===== src/rtl/msgq_pkg.sv =====
package msgq_pkg;
  localparam int SEL_W = 3;

  // Message count for each depth code; zero marks an unused code.
  function automatic int depth_of(input logic [SEL_W-1:0] code);
    case (code)
      3'd1:    return 4;
      3'd2:    return 8;
      3'd3:    return 16;
      3'd4:    return 32;
      3'd5:    return 48;
      3'd6:    return 64;
      default: return 0;
    endcase
  endfunction
endpackage


===== src/rtl/msgq_cfg_decode.sv =====
module msgq_cfg_decode
  import msgq_pkg::*;
#(
  parameter int CNT_W = 7
) (
  input  logic [SEL_W-1:0] depth_sel,
  input  logic [SEL_W-1:0] thr_sel,
  output logic [CNT_W-1:0] depth,
  output logic [CNT_W-1:0] thr_cnt,
  output logic             depth_ok,
  output logic             cfg_err
);
  int d_msgs;
  int t_msgs;
  logic odd_on_small;

  always_comb begin
    d_msgs       = depth_of(depth_sel);
    t_msgs       = ((int'(thr_sel) + 1) * d_msgs) / 8;
    depth        = CNT_W'(d_msgs);
    thr_cnt      = CNT_W'(t_msgs);
    depth_ok     = (d_msgs != 0);
    // value 0,2,4,6 are odd eighths; a 4-slot buffer cannot honour them
    odd_on_small = (d_msgs == 4) && !thr_sel[0];
    cfg_err      = !depth_ok || odd_on_small;
  end
endmodule


===== src/rtl/msgq_store.sv =====
module msgq_store #(
  parameter int WORD_W    = 32,
  parameter int MAX_DEPTH = 64,
  parameter int CNT_W     = 7,
  localparam int PTR_W    = $clog2(MAX_DEPTH)
) (
  input  logic              clk,
  input  logic              rst_n,
  input  logic [CNT_W-1:0]  depth,
  input  logic              wr_en,
  input  logic [WORD_W-1:0] wr_data,
  input  logic              rd_en,
  output logic [WORD_W-1:0] rd_data,
  output logic [CNT_W-1:0]  count
);
  logic [WORD_W-1:0] slots [MAX_DEPTH];
  logic [PTR_W-1:0]  wr_ptr;
  logic [PTR_W-1:0]  rd_ptr;
  logic [PTR_W-1:0]  last_idx;

  assign last_idx = PTR_W'(depth - 1'b1);
  assign rd_data  = slots[rd_ptr];

  function automatic logic [PTR_W-1:0] step(input logic [PTR_W-1:0] p,
                                            input logic [PTR_W-1:0] last);
    return (p == last) ? '0 : p + 1'b1;
  endfunction

  always_ff @(posedge clk) begin
    if (wr_en) slots[wr_ptr] <= wr_data;
  end

  always_ff @(posedge clk) begin
    if (!rst_n) begin
      wr_ptr <= '0;
      rd_ptr <= '0;
      count  <= '0;
    end else begin
      if (wr_en) wr_ptr <= step(wr_ptr, last_idx);
      if (rd_en) rd_ptr <= step(rd_ptr, last_idx);
      case ({wr_en, rd_en})
        2'b10:   count <= count + 1'b1;
        2'b01:   count <= count - 1'b1;
        default: count <= count;
      endcase
    end
  end
endmodule


===== src/rtl/msgq_sticky.sv =====
module msgq_sticky (
  input  logic clk,
  input  logic rst_n,
  input  logic set_i,
  input  logic clr_i,
  output logic flag_o
);
  // set dominates clear
  always_ff @(posedge clk) begin
    if (!rst_n)     flag_o <= 1'b0;
    else if (set_i) flag_o <= 1'b1;
    else if (clr_i) flag_o <= 1'b0;
  end
endmodule


===== src/rtl/msg_fifo_frac_irq.sv =====
module msg_fifo_frac_irq
  import msgq_pkg::*;
#(
  parameter int WORD_W    = 32,
  parameter int MAX_DEPTH = 64,
  localparam int CNT_W    = $clog2(MAX_DEPTH + 1)
) (
  input  logic              clk,
  input  logic              rst_n,
  input  logic [2:0]        depth_sel,
  input  logic [2:0]        thr_sel,
  input  logic              irq_en,
  input  logic              irq_clr,
  input  logic              ovf_clr,
  input  logic              in_valid,
  output logic              in_ready,
  input  logic [WORD_W-1:0] in_data,
  output logic              out_valid,
  input  logic              out_ready,
  output logic [WORD_W-1:0] out_data,
  output logic              full,
  output logic              empty,
  output logic              irq_flag,
  output logic              irq,
  output logic              ovf_flag,
  output logic              cfg_err
);
  logic [CNT_W-1:0] depth;
  logic [CNT_W-1:0] thr_cnt;
  logic [CNT_W-1:0] count;
  logic [CNT_W:0]   next_cnt;
  logic             depth_ok;
  logic             accept;
  logic             wr_en;
  logic             rd_en;
  logic             irq_set;
  logic             ovf_set;

  msgq_cfg_decode #(.CNT_W(CNT_W)) u_cfg (
    .depth_sel (depth_sel),
    .thr_sel   (thr_sel),
    .depth     (depth),
    .thr_cnt   (thr_cnt),
    .depth_ok  (depth_ok),
    .cfg_err   (cfg_err)
  );

  assign in_ready  = depth_ok;
  assign accept    = in_valid && in_ready;
  assign empty     = (count == '0);
  assign full      = depth_ok && (count == depth);
  assign out_valid = !empty;
  assign rd_en     = out_valid && out_ready;
  assign wr_en     = accept && (!full || rd_en);
  assign ovf_set   = accept && full && !rd_en;

  always_comb begin
    next_cnt = {1'b0, count} + (CNT_W+1)'(wr_en) - (CNT_W+1)'(rd_en);
    irq_set  = wr_en && !cfg_err && (next_cnt == {1'b0, thr_cnt});
  end

  msgq_store #(
    .WORD_W    (WORD_W),
    .MAX_DEPTH (MAX_DEPTH),
    .CNT_W     (CNT_W)
  ) u_store (
    .clk     (clk),
    .rst_n   (rst_n),
    .depth   (depth),
    .wr_en   (wr_en),
    .wr_data (in_data),
    .rd_en   (rd_en),
    .rd_data (out_data),
    .count   (count)
  );

  msgq_sticky u_irq_flag (
    .clk    (clk),
    .rst_n  (rst_n),
    .set_i  (irq_set),
    .clr_i  (irq_clr),
    .flag_o (irq_flag)
  );

  msgq_sticky u_ovf_flag (
    .clk    (clk),
    .rst_n  (rst_n),
    .set_i  (ovf_set),
    .clr_i  (ovf_clr),
    .flag_o (ovf_flag)
  );

  assign irq = irq_flag && irq_en;
endmodule


===== config.mk =====
export PLATFORM = sky130hd
export DESIGN_NAME = msg_fifo_frac_irq
export DESIGN_NICKNAME = d
export VERILOG_FILES = /design/src/rtl/msgq_pkg.sv /design/src/rtl/msgq_cfg_decode.sv /design/src/rtl/msgq_store.sv /design/src/rtl/msgq_sticky.sv /design/src/rtl/msg_fifo_frac_irq.sv
export SDC_FILE = /design/constraint.sdc
export NUM_CORES = 2
export LEC_CHECK = 0
export ABC_AREA = 1
export BUFFER_PORTS_ARGS = -buffer_cell sky130_fd_sc_hd__buf_2
export CAP_MARGIN = 20
export CORE_MARGIN = 4
export CORE_UTILIZATION = 57
export DETAILED_ROUTE_END_ITERATION = 7
export PLACE_DENSITY_LB_ADDON = 0.05
export SYNTH_ARGS = -nofsm -noshare
export SYNTH_HDL_FRONTEND = slang
export SYNTH_SLANG_ARGS = --single-unit

===== constraint.sdc =====
create_clock -name clk -period 6.26 [get_ports clk]
set_input_delay 1.252 -clock clk [delete_from_list [all_inputs] [get_ports clk]]
set_output_delay 1.252 -clock clk [all_outputs]
set_load 0.05 [all_outputs]

==> Word level (Yosys, flattened, before mapping) <==
Memories as Yosys holds them, arrays and structs flattened. A register that Yosys moved wholly into a read port is not among the register bits.
Index checks and enable logic that the tools add are counted.
Widths: inputs -> output; s select.
{ "word_totals": {"mem_count": 1, "wordCells": 66, "inputBits": 45, "regBits": 21, "ram_bits": 2048} }
{ "op_classes": {"bitwise": 1, "reduce_logical": 24, "n_mul": 1, "add_sub_neg": 9, "muxes": 12, "eq_ne": 13} }
{ "memory_table": {"columns": ["name", "depth", "word_bits", "rd", "rd_ports_with_merged_regs", "wr", "line_no", "source"], "rows": [
  ["u_store.slots", 64, 32, 1, 1, 1, "msgq_store.sv:16", "logic [WORD_W-1:0] slots [MAX_DEPTH];"]
]} }
{ "op_table": {"columns": ["operator", "n"], "rows": [
  ["$pmux 7 s6", 1],
  ["$reduce_bool 32->1", 1],
  ["$mux 6", 4],
  ["$pmux 7 s2", 1],
  ["$add 6x1->6 const B", 2],
  ["$eq 6x6->1", 2],
  ["$logic_and 1x1->1", 10],
  ["$mul 4x7->10", 1],
  ["$eq 3x3->1 const B", 3],
  ["$add 7x1->8", 1],
  ["$eq 8x7->1", 1],
  ["$sub 8x1->8", 1],
  ["$add 7x1->7", 1],
  ["$add 7x1->7 const B", 1],
  ["$eq 7x3->1 const B", 1],
  ["$eq 7x7->1", 1],
  ["$logic_not 7->1", 1],
  ["$sub 7x1->7 const B", 1],
  ["$eq 3x2->1 const B", 2],
  ["$logic_not 1->1", 6],
  ["$mux 1", 6],
  ["$reduce_bool 2->1", 3],
  ["$sub 6x1->6 const B", 1],
  ["$add 3x1->4 const B", 1],
  ["6 further kinds", 7]
]} }

==> Longest topological paths before layout <==
{ "logic_depth": {"ltp_word": 12, "ltp_mapped": 27} }

==> Cells and area by module <==
From an unflattened synthesis, not the netlist that was laid out.
{ "unflattened": {"cells_unflattened": 7224, "hier_area_um2": 85131.6} }
{ "modules_own_cells": {"columns": ["module", "instances", "cells_per_inst", "area_each_um2", "seq_area_each_um2"], "rows": [
  ["msgq_store", 1, 6973, 83697.8, 61999.5],
  ["msg_fifo_frac_irq", 1, 136, 696.9, 0.0],
  ["msgq_cfg_decode", 1, 103, 649.4, 0.0],
  ["msgq_sticky", 2, 6, 43.8, 20.0]
]} }

==> Worst setup path before layout <==
No wires, ideal clock.
{ "synth_timing": {"kind": "input to output", "start": "input depth_sel[2]", "end": "output full", "stages": 7, "t_required_ns": 5.008, "path_buffers": 1, "arrival_time_ns": 3.860, "path_slack_ns": 1.148, "path_cell_list": "buf_2 inv_2 nand3_2 ha_1 nand4_2 inv_2 nor4_1"} }
{ "synth_via": {"elab_chain_len": 4} }
{ "synth_lines": {"columns": ["element", "line_no", "source"], "rows": [
  ["from (decl)", "msg_fifo_frac_irq.sv:10", "input logic [2:0] depth_sel,"],
  ["$eq 3x3->1 (tied with other cells)", "msgq_pkg.sv:6", "case (code)"],
  ["$pmux 7 s6 (*)", "msgq_pkg.sv:6", null],
  ["$reduce_bool 32->1 (*)", "msgq_cfg_decode.sv:22", "depth_ok = (d_msgs != 0);"],
  ["named net in_ready", "msg_fifo_frac_irq.sv:16", "output logic in_ready,"],
  ["$logic_and 1x1->1 (*)", "msg_fifo_frac_irq.sv:51", "assign full = depth_ok && (count == depth);"],
  ["to (decl)", "msg_fifo_frac_irq.sv:21", "output logic full,"]
]} }
The timed path passes the listed nets; every way through them passes the cells marked *.

==> flow_summary.yaml <==
timing:
  rsz0062_at_grt: "false"
  worst_pin_slew_ns: 1.11
  hold_viol_final: 0
  setup_slack_ns: 0.751
  setup_tns_ns: 0
  min_period_ns: 5.51
  max_clock_freq_mhz: 182
  timing.slew.headroom_pct: 25.8
  setup_violations: 0
  fin_crit_sh_pct: 88.0
  slew_viol_final: 0
  timing.hold.ws_ns: 0.467
  fin_skew_ns: 0.0252
pwr:
  peakVddDrop_v: 0.000383
  power_density_nw_per_um2: 382
  leakage_nw: 30.8
route:
  top_layer_used: "met5"
  via_per_inst: 6.31
  route.met3.wl_mm: 24.2
  drt-initial-drc-count: 6427
  dr.pass1.iters: 8
  wirelength_mm: 238
  drc: 2
  drt-met1-wl_mm: 97.8
  postRouteAntennaNets: 0
  wire_per_inst_um: 27.4
  via_count: 54900
  dr_wl_met2_mm: 109
min_path:
  min_from: "u_ovf_flag.flag_o$_SDFFE_PN0P_"
  hold_class: "reg -> reg"
  holdPathStages: 2
placement:
  dpl-instance-area_um2: 86400
  dp_hpwl_mm: 126
  pre_cts_ws_ns: 1.42
  numPortBuffers: 84
  place.gp.congestion: 0.857
floorplan:
  row_count: 140
  initial_core_util_pct: 57.3
  die_y_um: 390
  fp.dieW_um: 390
  dieArea_um2: 152000
  io_pins: 85
  core_area_um2: 145000
critical_path:
  slowest_stage: "dfxtp_4"
  arrival_ns: 4.26
  required_ns: 5.01
  cp_cell_sequence: "inv_16, buf_4, o21ai_0, o22ai_1, nand2_1, nand3_1, nand3_1, nand3_1, and2_1, buf_2"
  path_common_cell: "nand3_1"
  reg2regPathDepth: 23
  worst-path-stages: 10
  worstSetupPathType: "reg -> out"
  critPathMaxFanout: 160
  path_buf_inv: 3
  cp_top_family: "buffers and inverters"
  r2r-start: "u_store.count[5]$_SDFFE_PN0N_"
  cp-end-kind: "output port"
  critPathLaunchType: "flop"
  cp_slowest_stage_delay_ns: 0.49
yosys:
  synth_top_family_by_area: "simple AND/OR/NAND/NOR gates"
  synth_simple_gate_area_share_pct: 11.6
  synthArstFlopShare_pct: 0
  synth_seq_cells: 2075
  syn_nets: 6677
  avgSynthCellArea_um2: 12.6
  synth_cell_types: 48
  synth_top_cell_by_area: "edfxtp_1"
  syn_area_um2: 83300
  synth_compound_area_share_pct: 10.3
  postSynthCellCount: 6593
  synthFlopType: "edfxtp_1"
  yosys.area_share.adder_pct: 0.658
  ys_seq_area_share_pct: 74.5
  synthMuxAreaShare_pct: 0
  yosysWarnings: 0
  netlist.area_leader.share_pct: 73.8
  synthXorXnorAreaFrac_pct: 0.198
  synth_edf_count: 2048
  yosysMostFrequentCell: "edfxtp_1"
  synth_area_leaders: "edfxtp_1 (74%), o21ai_0 (5.7%), nor2_1 (5.1%), o22ai_1 (3.8%), nand2_1 (3.1%)"
  yosys-top-cells-count: "edfxtp_1 (2048), nor2_1 (1130), o21ai_0 (956), nand2_1 (684), o22ai_1 (512)"
global_route:
  grt_max_degree: 168
  grt_pass1_vias: 51300
  overflow: 0
  grt_use_total_pct: 30.9
  antenna_found_initial: 6
  grt_pass1_wl_mm: 345
clock_tree:
  path_clk_slew_ns: 0.06
  clkLatencyLatePin_ns: 0.84
  cts_made_buffers: 206
  clock-sinks: 2075
  cts_resized: 0
  cts_setup_buffers: 0
  htreeDepth: 4
  cts_root_buf: "clkbuf_16"
  clk_path_buf_depth: 3
  cts_hold_buf: 0
  cts_tree: "done"
outcome:
  status: "finished with violations"
  violations: "DRC"
finish:
  area_delta_synth_final_pct: 11.5
  final_area_um2: 92900
  n_fill_cell: 11000
  drive_above_1_share_pct: 9.58
  finalCoreUtilization_pct: 63.9
  nNetsFinal: 6699
flow_run:
  drv_cap: 0
## placed cells by master (no fill, tap or decap), types with 4 or more instances in the layout
cell | synthesis | final
nand2_1 | 684 | 684
dfxtp_4 | 0 | 5
nand4_4 | 4 | 4
inv_6 | 0 | 6
nor2_1 | 1130 | 1067
inv_2 | 5 | 4
a21oi_1 | 25 | 25
xor2_1 | 12 | 12
buf_4 | 15 | 154
o21ai_1 | 86 | 86
clkbuf_16 | 0 | 211
fa_1 | 8 | 8
edfxtp_1 | 2048 | 2048
buf_12 | 0 | 27
o22ai_1 | 512 | 512
nand4_1 | 10 | 10
nand3_1 | 449 | 449
dfxtp_1 | 27 | 21
inv_1 | 75 | 73
bufinv_16 | 0 | 14
and2_1 | 26 | 26
nand3_2 | 6 | 6
inv_16 | 0 | 4
xnor2_1 | 5 | 5
buf_2 | 94 | 84
clkinv_1 | 1 | 60
clkinv_2 | 1 | 33
nor2_4 | 2 | 65
o21ai_0 | 956 | 956
clkbuf_1 | 292 | 46
ha_1 | 31 | 31
o211ai_1 | 6 | 6
nand3_4 | 4 | 4
## metrics by stage
stage               cells  total power, W
CTS                  8700          0.0355
finish               8703          0.0355
global route         8702          0.0369
floorplan            6593          0.0210
detailed placement   8323          0.0237
global placement     8322          0.0236
## worst register-to-register path: cells and delay by family (launching register included)
family | cells | cell delay (ns)
fa+ha+maj | 4 | 1.31
flops | 1 | 0.47
buf+inv | 4 | 0.45
simple gates | 15 | 1.55
## registers in the layout, summed over array words and instances (netlist names), named ones only
| signal | count |
|---|---|
| u_store.rd_ptr | 6 |
| u_ovf_flag.flag_o | 1 |
| u_store.wr_ptr | 6 |
| u_store.count | 7 |
| u_irq_flag.flag_o | 1 |
| u_store.slots | 2048 |
## cell type report
cell class	count	area [µm²]	share of cell area, %
Tap cell	1917	2400	2.58
Clock buffer	257	5450	5.87
Clock inverter	120	996	1.07
Sequential cell	2075	62100	66.8
Timing Repair Buffer	266	2140	2.31
Antenna cell	2	5.00	0.00539
Multi-Input combinational cell	3980	19500	21.0
Inverter	86	377	0.405
## power by group
| part | leakage, nW | internal, W | switching, W | total [W] |
|---|---|---|---|---|
| clock network | 3.15 | 0.00673 | 0.00521 | 0.0119 |
| registers | 18.6 | 0.0153 | 0.0000935 | 0.0154 |
| logic | 9.04 | 0.00221 | 0.00588 | 0.00809 |
| total | 30.8 | 0.0243 | 0.0112 | 0.0355 |
## kinds of logic after synthesis
| group | count (synthesis) |
|---|---|
| simple gates | 2334 |
| flops | 2075 |
| compound gates | 1589 |
| buf+inv | 538 |
| fa+ha+maj | 39 |
| xor+xnor | 18 |
## layer usage
metal	vias up	track usage [%]
li1	24300	-
met1	27500	45.4
met4	4	8.92
met2	2683	47.3
met3	391	6.33
met5	-	0
## path summary, 6_finish.rpt
check / to / slack, ns
hold reg to reg: u_ovf_flag.flag_o$_SDFFE_PN0P_ / 0.47
setup / recovery: out_data[14] / 0.75
setup reg to reg: u_irq_flag.flag_o$_SDFFE_PN0P_ / 2.42
hold / removal: u_ovf_flag.flag_o$_SDFFE_PN0P_ / 0.47
(Power assumes the default switching activity.)
